===== src/rtl/pss_pkg.sv =====
package pss_pkg;

  typedef enum logic [1:0] {
    ST_IDLE    = 2'd0,
    ST_INRUSH  = 2'd1,
    ST_POWERED = 2'd2,
    ST_COOL    = 2'd3
  } pss_state_e;

  localparam logic [1:0] MD_OFF    = 2'b00;
  localparam logic [1:0] MD_MANUAL = 2'b01;
  localparam logic [1:0] MD_SEMI   = 2'b10;
  localparam logic [1:0] MD_AUTO   = 2'b11;

  localparam int unsigned START_MS_SHORT   = 30;
  localparam int unsigned START_MS_NOMINAL = 60;
  localparam int unsigned START_MS_LONG    = 120;

  // Start window length in ticks; the reserved code falls back to nominal.
  function automatic int unsigned start_window_ms(input logic [1:0] sel);
    case (sel)
      2'b01:   return START_MS_SHORT;
      2'b10:   return START_MS_LONG;
      default: return START_MS_NOMINAL;
    endcase
  endfunction

  // Cool-down length in ticks: base scaled by a power of two.
  function automatic int unsigned cool_ticks(input logic [1:0] sel, input int unsigned base);
    return base << sel;
  endfunction

  // Detection restart only in the automatic modes with both enables set.
  function automatic logic restart_allowed(input logic [1:0] md, input logic den, input logic cen);
    return md[1] && den && cen;
  endfunction

endpackage


===== src/rtl/pss_win_timer.sv =====
module pss_win_timer #(
  parameter int unsigned CNT_W = 8
) (
  input  logic             clk,
  input  logic             rst_n,
  input  logic             load,
  input  logic [CNT_W-1:0] load_val,
  input  logic             run,
  input  logic             tick,
  output logic             expire
);

  logic [CNT_W-1:0] cnt_q;

  always_ff @(posedge clk) begin
    if (!rst_n) begin
      cnt_q <= '0;
    end else if (load) begin
      cnt_q <= load_val;
    end else if (run && tick && cnt_q != '0) begin
      cnt_q <= cnt_q - 1'b1;
    end
  end

  // Fires on the tick that consumes the last remaining count.
  assign expire = run && tick && (cnt_q == CNT_W'(1));

endmodule


===== src/rtl/pss_ctrl.sv =====
module pss_ctrl
  import pss_pkg::*;
(
  input  logic       clk,
  input  logic       rst_n,
  input  logic       pwr_req,
  input  logic       inrush_lim,
  input  logic       fault_off,
  input  logic [1:0] mode,
  input  logic       det_en,
  input  logic       cls_en,
  input  logic       start_expire,
  input  logic       cool_expire,
  output pss_state_e state,
  output logic       load_start,
  output logic       load_cool,
  output logic       start_done,
  output logic       start_fault,
  output logic       det_restart
);

  pss_state_e st_q, st_d;
  logic done_d, sfault_d, restart_d;

  always_comb begin
    st_d       = st_q;
    load_start = 1'b0;
    load_cool  = 1'b0;
    done_d     = 1'b0;
    sfault_d   = 1'b0;
    restart_d  = 1'b0;
    case (st_q)
      ST_IDLE: begin
        if (pwr_req && mode != MD_OFF) begin
          st_d       = ST_INRUSH;
          load_start = 1'b1;
        end
      end
      ST_INRUSH: begin
        if (start_expire) begin
          if (inrush_lim) begin
            st_d      = ST_COOL;
            load_cool = 1'b1;
            sfault_d  = 1'b1;
          end else begin
            st_d   = ST_POWERED;
            done_d = 1'b1;
          end
        end
      end
      ST_POWERED: begin
        if (fault_off) begin
          st_d      = ST_COOL;
          load_cool = 1'b1;
        end
      end
      ST_COOL: begin
        if (cool_expire) begin
          st_d      = ST_IDLE;
          restart_d = restart_allowed(mode, det_en, cls_en);
        end
      end
      default: st_d = ST_IDLE;
    endcase
  end

  always_ff @(posedge clk) begin
    if (!rst_n) begin
      st_q        <= ST_IDLE;
      start_done  <= 1'b0;
      start_fault <= 1'b0;
      det_restart <= 1'b0;
    end else begin
      st_q        <= st_d;
      start_done  <= done_d;
      start_fault <= sfault_d;
      det_restart <= restart_d;
    end
  end

  assign state = st_q;

endmodule


===== src/rtl/port_start_seq.sv =====
module port_start_seq
  import pss_pkg::*;
#(
  parameter int unsigned COOL_BASE_TICKS = 1000
) (
  input  logic       clk,
  input  logic       rst_n,
  input  logic       tick_ms,
  input  logic       pwr_req,
  input  logic       inrush_lim,
  input  logic       ovld_off,
  input  logic       flim_off,
  input  logic [1:0] mode,
  input  logic       det_en,
  input  logic       cls_en,
  input  logic [1:0] start_sel,
  input  logic [1:0] cool_sel,
  output logic       pwr_good,
  output logic       pwr_en,
  output logic       start_done,
  output logic       start_fault,
  output logic       det_restart
);

  localparam int unsigned START_W = $clog2(START_MS_LONG + 1);
  localparam int unsigned COOL_W  = $clog2(COOL_BASE_TICKS * 8 + 1);

  pss_state_e         state;
  logic               load_start, load_cool;
  logic               start_expire, cool_expire;
  logic [START_W-1:0] start_load;
  logic [COOL_W-1:0]  cool_load;

  // Named internal events, visible to the bound checker.
  logic in_inrush, in_cool, in_powered, fault_off;

  assign in_inrush  = (state == ST_INRUSH);
  assign in_cool    = (state == ST_COOL);
  assign in_powered = (state == ST_POWERED);
  assign fault_off  = ovld_off || flim_off;

  assign start_load = START_W'(start_window_ms(start_sel));
  assign cool_load  = COOL_W'(cool_ticks(cool_sel, COOL_BASE_TICKS));

  pss_win_timer #(.CNT_W(START_W)) u_start_tmr (
    .clk      (clk),
    .rst_n    (rst_n),
    .load     (load_start),
    .load_val (start_load),
    .run      (in_inrush),
    .tick     (tick_ms),
    .expire   (start_expire)
  );

  pss_win_timer #(.CNT_W(COOL_W)) u_cool_tmr (
    .clk      (clk),
    .rst_n    (rst_n),
    .load     (load_cool),
    .load_val (cool_load),
    .run      (in_cool),
    .tick     (tick_ms),
    .expire   (cool_expire)
  );

  pss_ctrl u_ctrl (
    .clk          (clk),
    .rst_n        (rst_n),
    .pwr_req      (pwr_req),
    .inrush_lim   (inrush_lim),
    .fault_off    (fault_off),
    .mode         (mode),
    .det_en       (det_en),
    .cls_en       (cls_en),
    .start_expire (start_expire),
    .cool_expire  (cool_expire),
    .state        (state),
    .load_start   (load_start),
    .load_cool    (load_cool),
    .start_done   (start_done),
    .start_fault  (start_fault),
    .det_restart  (det_restart)
  );

  assign pwr_en   = in_inrush || in_powered;
  assign pwr_good = in_powered;

endmodule


===== config.mk =====
export PLATFORM = sky130hd
export DESIGN_NAME = port_start_seq
export DESIGN_NICKNAME = d
export VERILOG_FILES = /design/src/rtl/pss_pkg.sv /design/src/rtl/pss_win_timer.sv /design/src/rtl/pss_ctrl.sv /design/src/rtl/port_start_seq.sv
export SDC_FILE = /design/constraint.sdc
export NUM_CORES = 1
export LEC_CHECK = 0
export ABC_AREA = 1
export BUFFER_PORTS_ARGS = -buffer_cell sky130_fd_sc_hd__buf_4
export CORE_UTILIZATION = 59
export CTS_CLUSTER_DIAMETER = 80
export DETAILED_ROUTE_END_ITERATION = 6
export PLACE_DENSITY = 0.91
export SYNTH_ARGS = -nofsm -noshare
export SYNTH_HDL_FRONTEND = slang
export SYNTH_HIERARCHICAL = 1
export SYNTH_SLANG_ARGS = --single-unit

===== constraint.sdc =====
create_clock -name clk -period 2.9 [get_ports clk]
set_input_delay 0.435 -clock clk [delete_from_list [all_inputs] [get_ports clk]]
set_output_delay 0.435 -clock clk [all_outputs]
set_load 0.02 [all_outputs]

## Word level (Yosys, flattened, before mapping)

Cells that the tools add are included.

| word-level totals | value |
|---|---|
| register bits after elaboration | 25 |
| bits of input ports | 15 |
| output and inout bits | 5 |

| cells by class | value |
|---|---|
| $add $sub $neg | 2 |
| equal/unequal tests | 11 |
| shift-type cells | 1 |
| multiplexer cells | 18 |
| reduce and logical (&&, ||, !) cells | 21 |

Operators by type and width:

| kind | count |
|---|---|
| $mux W13 | 2 |
| $mux W7 | 2 |
| $pmux W7 S2 | 1 |
| $eq A13 B1 Y1 const B | 1 |
| $reduce_bool A13 Y1 | 1 |
| $shl A10 B2 Y13 const A | 1 |
| $sub A13 B1 Y13 const B | 1 |
| $logic_and A1 B1 Y1 | 9 |
| $mux W2 | 4 |
| $pmux W2 S4 | 1 |
| $eq A7 B1 Y1 const B | 1 |
| $mux W1 | 7 |
| $reduce_bool A7 Y1 | 1 |
| $sub A7 B1 Y7 const B | 1 |
| $eq A2 B2 Y1 const B | 3 |
| $reduce_and A3 Y1 | 2 |
| $reduce_bool A2 Y1 | 3 |
| $eq A2 B1 Y1 const B | 2 |
| $ne A2 B1 Y1 const B | 2 |
| $ne A2 B2 Y1 const B | 2 |
| $reduce_and A4 Y1 | 1 |
| $logic_not A2 Y1 | 1 |
| $logic_or A1 B1 Y1 | 2 |
| $pmux W1 S2 | 1 |
| $reduce_and A2 Y1 | 1 |

## Logic depth before layout (Yosys ltp)

| logic depth | value |
|---|---|
| depth after elaboration | 6 |
| gate-level depth with buffers | 13 |
| gate-level depth less buffers | 12 |

## Hierarchy

The synthesis kept the hierarchy.

By module, submodules not included:

| module | times used | cells each | area an instance (um2) |
|---|---|---|---|
| pss_win_timer at u_cool_tmr | 1 | 184 | 1033.5 |
| pss_win_timer at u_start_tmr | 1 | 70 | 493.0 |
| pss_ctrl | 1 | 50 | 352.8 |
| port_start_seq | 1 | 25 | 122.6 |

## Worst setup path before layout

Ideal clock, no wire load.

| timing path | value |
|---|---|
| kind | flip-flop to flip-flop |
| start | reg u_ctrl.st_q[0], in the netlist u_ctrl/state[0] |
| end | reg u_cool_tmr.cnt_q[8] |
| setup time | 0.112 ns |
| arrival | 2.035 ns |
| required time | 2.788 ns |
| path slack | 0.753 ns |
| cell stages (with the launch flop) | 13 |
| path buffers | 2 |
| period minus slack after synthesis | 2.147 ns |
| cells stage by stage | dfxtp_1 -> ha_1 -> nand2_1 -> nor3_1 -> nand3_1 -> a21oi_1 -> inv_1 -> buf_2 -> buf_2 -> nand3_1 -> nand2_1 -> nor2_1 -> nor2_1 |

| on the way | value |
|---|---|
| cells in the longest elaborated chain, start to end | 6 |
| elaborated cells on any way between the ends | 11 |

RTL lines:

| what | RTL line | text |
|---|---|---|
| start: declaration | pss_ctrl.sv:22 | `pss_state_e st_q, st_d;` |
| start signal: assignment | pss_ctrl.sv:74 | `st_q <= st_d;` |
| $eq A2 B1 Y1 * | port_start_seq.sv:37 | `assign in_inrush = (state == ST_INRUSH);` |
| net in_inrush | port_start_seq.sv:35 | `logic in_inrush, in_cool, in_powered, fault_off;` |
| $logic_and A1 B1 Y1 * (2 in a row) | pss_win_timer.sv:26 | `assign expire = run && tick && (cnt_q == CNT_W'(1));` |
| net start_expire | port_start_seq.sv:30 | `logic start_expire, cool_expire;` |
| $mux W1 * | pss_ctrl.sv:40 | `if (start_expire) begin` |
| $pmux W1 S2 * | pss_ctrl.sv:32 | `case (st_q)` |
| net load_cool | port_start_seq.sv:29 | `logic load_start, load_cool;` |
| $mux W13 or $reduce_bool A2 Y1 (tied branches) | -- |  |
| end signal: assignment | pss_win_timer.sv:19 | `cnt_q <= load_val;` |
| end signal: assignment | pss_win_timer.sv:21 | `cnt_q <= cnt_q - 1'b1;` |
| end: declaration | pss_win_timer.sv:13 | `logic [CNT_W-1:0] cnt_q;` |

Mark *: on every way through the listed nets, which the timed path passes. The rest lies on a longest branch.
A chain may end at the register's enable or synchronous reset.

## Final worst setup path

| timing path | value |
|---|---|
| start | reg u_ctrl.st_q[0], in the netlist u_ctrl/state[0] |
| end | reg u_cool_tmr.cnt_q[7] |

The elaborated chain is that of the path after synthesis.

==> impl_metrics.csv <==
group,metric,value,unit
global_route,grt_max_degree,25,
timing,fin_setup_tns,0,ps
floorplanning,die_x,60.3,um
global_route,grt_use_total,26.0,%
critical_path,critPathArrivalTime,2670,ps
synthesis,synth-edff-count,0,
timing,tightest_slew,673,ps
synthesis,synth_flop_cell,"dfxtp_1",
critical_path,required,3150,ps
clock_tree,ctsResizeCount,0,
critical_path,cp.buffers_inverters,1,
timing,slew_headroom,55.1,%
synthesis,synth.distinct_cells,30,
timing,max_freq,0.412,GHz
critical_path,worstSetupPathType,"register to register",
final_layout,final_cell_mix,"nor2_1, nand2_1, inv_1",
routing,num_vias,1978,
timing,finalSetupViolCount,0,
clock_tree,post_cts_buffers,0,
final_layout,mostFrequentLayoutCell,"nor2_1",
floorplanning,core_area,0.00313,sq mm
synthesis,synth_top_area_share,25.0,%
routing,firstDrtPassIters,4,
final_layout,drive_gt1_share,15.5,%
final_layout,final_util,71.2,%
routing,drtIter0Drc,84,
global_route,grt_pass1_vias,1768,
critical_path,cp_max_fo,21,
clock_tree,path_clk_slew,140,ps
floorplanning,dieArea,0.00363,sq mm
power,intPower,1.05,mW
final_layout,area_growth,11.3,%
floorplanning,initial_utilization,64.0,%
critical_path,path_common_cell,"nand2_1",
critical_path,reg2reg_depth,11,
power,switching_power,1.16,mW
timing,finClkSkew,4.24,ps
critical_path,crit_chain,"ha_1 > nand2_1 > nor3_1 > nand3_1 > a21oi_1 > inv_1 > or2_2 > nand2_1 > nand2_1 > nand2_1 > nor2_2",
routing,final_antenna_net_count,0,
place,gp_congestion,0.883,
floorplanning,rows,20,
place,detailed_place_hpwl,3150,um
clock_tree,clock_path_buffers,2,
critical_path,cpPeakStageDelay,500,ps
synthesis,synth_area,0.00200,sq mm
power,leakage,1.16,nW
power,pwr-share-comb,67.4,%
clock_tree,cts_made_buffers,3,
synthesis,synth-async-reset-ratio,0,%
power,finalPower,2.22,mW
critical_path,start_kind,"register",
place,port_buffers,19,
synthesis,ys_ff_latch,25,
floorplanning,io_pins,20,
clock_tree,clock_sinks,25,
synthesis,synth_area_per_cell,6.08,sq um
global_route,grt-ovfl-total,0,
clock_tree,cts_tree,"yes",
critical_path,worst_path_max_delay_cell,"dfxtp_1",
timing,finalCritPeriodShare,83.7,%
run_status,status,"completed",
power,p_per_area,995,mW/mm^2
routing,wl_per_cell,10.4,um
clock_tree,cts-root-buf,"clkbuf_4",
timing,rsz0062_at_grt,"no",
synthesis,yosysTopAreaCell,"dfxtp_1",
final_layout,diodes,0,
floorplanning,die_h,60.3,um
routing,drc,0,
timing,drv_slew,0,
routing,totalWireLength,4130,um
final_layout,layout.nets,384,
power,p_sw_share,52.5,%
critical_path,cp_top_family,"simple AND/OR/NAND/NOR gates",
timing,finalHoldWorstSlack,261,ps
timing,hold_viol,0,
clock_tree,clk_latency,320,ps
clock_tree,ctsHoldBuffers,0,
min_path,min_path_type,"input pin to register",
global_route,antenna_found_initial,0,
power,seq_power_share,25.3,%
min_path,whs_path_depth,2,
global_route,grt_pass1_wl,7170,um
routing,via_per_inst,4.97,
synthesis,ys_warn_count,6,
power,p_clk_share,7.4,%
critical_path,cp.depth,11,
power,peakVddDrop,530,uV
timing,period_minus_slack,2430,ps
clock_tree,h-tree-depth,1,
critical_path,cp-end-kind,"register",
flow_run,drv_cap,0,
synthesis,yosysSeqAreaShare,25.0,%
synthesis,synth.area.top_cells,"dfxtp_1, nor2_1, nand2_1, ha_1, inv_1",
synthesis,syn_inst,329,
layout make-up:
cell class | instances | area (sq um)
Multi-Input combinational cell | 259 | 1320
Fill cell | 263 | 901
Sequential cell | 25 | 500
Inverter | 46 | 173
Timing Repair Buffer | 20 | 150
Tap cell | 44 | 55.1
Clock buffer | 3 | 22.5
Clock inverter | 1 | 5.00
logic make-up (layout without fill, tap and decap cells):
| kind of cell | after synthesis | after routing | share of synthesized area, % |
|---|---|---|---|
| compound gates | 32 | 32 | 9.06 |
| fa+ha+maj | 14 | 14 | 8.75 |
| xor+xnor | 3 | 3 | 1.31 |
| other cells | 2 | 8 | 0.375 |
| flops | 25 | 25 | 25.0 |
| buf+inv | 51 | 70 | 10.1 |
| simple gates | 202 | 202 | 45.4 |
routing by layer:
layer	vias up	part of all wire, %	global-route usage [%]	routed length, um
li1	1058	-	-	-
met1	865	46	31.2	1920
met2	51	48	46.0	1980
met3	4	4.6	3.25	189
met4	0	0.90	10.6	37
met5	-	0	0	0
metrics by stage:
step / instance area (sq um) / instances / setup WS (ps)
after global routing: 2230 / 398 / 215
after global placement: 2200 / 394 / 598
after CTS: 2230 / 398 / 479
final: 2230 / 398 / 474
after floorplan: 2020 / 335 / 753
after detailed placement: 2200 / 394 / 504
sequential cells by signal, summed over array words and instances, names as in the netlist:
register	count
u_ctrl/state	2
u_ctrl/start_done	1
u_start_tmr/cnt_q	7
u_cool_tmr/cnt_q	13
u_ctrl/det_restart	1
u_ctrl/start_fault	1
worst reg2reg max path, cell delays in order, from the launching register on:
cell,delay [ps]
dfxtp_1,500
ha_1,200
nand2_1,90
nor3_1,310
nand3_1,140
a21oi_1,170
inv_1,320
or2_2,390
nand2_1,70
nand2_1,50
nand2_1,70
nor2_2,30
worst paths after layout:
| path | end | start | slack (ps) |
|---|---|---|---|
| setup / recovery | u_cool_tmr/cnt_q[7]$_SDFFE_PN0P_ | u_ctrl/state[0]$_SDFFE_PN0P_ | 470 |
| hold / removal | u_ctrl/start_done$_SDFF_PN0_ | inrush_lim | 260 |
| setup reg to reg | u_cool_tmr/cnt_q[7]$_SDFFE_PN0P_ | u_ctrl/state[0]$_SDFFE_PN0P_ | 470 |
| hold reg to reg | u_cool_tmr/cnt_q[1]$_SDFFE_PN0P_ | u_cool_tmr/cnt_q[1]$_SDFFE_PN0P_ | 550 |
synth_stat cells, types with 3 or more instances:
master   instances
nor2_2          10
inv_1           44
nand2_1         71
buf_2            3
a21oi_1          8
nand3_1         24
nor2_1          73
nor3_2           5
nand2_2          9
dfxtp_1         25
o21ai_1          4
nand4_1          3
ha_1            14
o21ai_0         16
power groups by stage:
stage	combinational (mW)	sequential [mW]	clock, mW
3_5_place_dp	1.46	0.567	0
3_3_place_gp	1.42	0.562	0
6_report	1.49	0.560	0.163
2_1_floorplan	1.21	0.540	0
4_1_cts	1.47	0.558	0.173
5_1_grt	1.71	0.578	0.187
No activity file was read; power rests on OpenSTA's default activity.
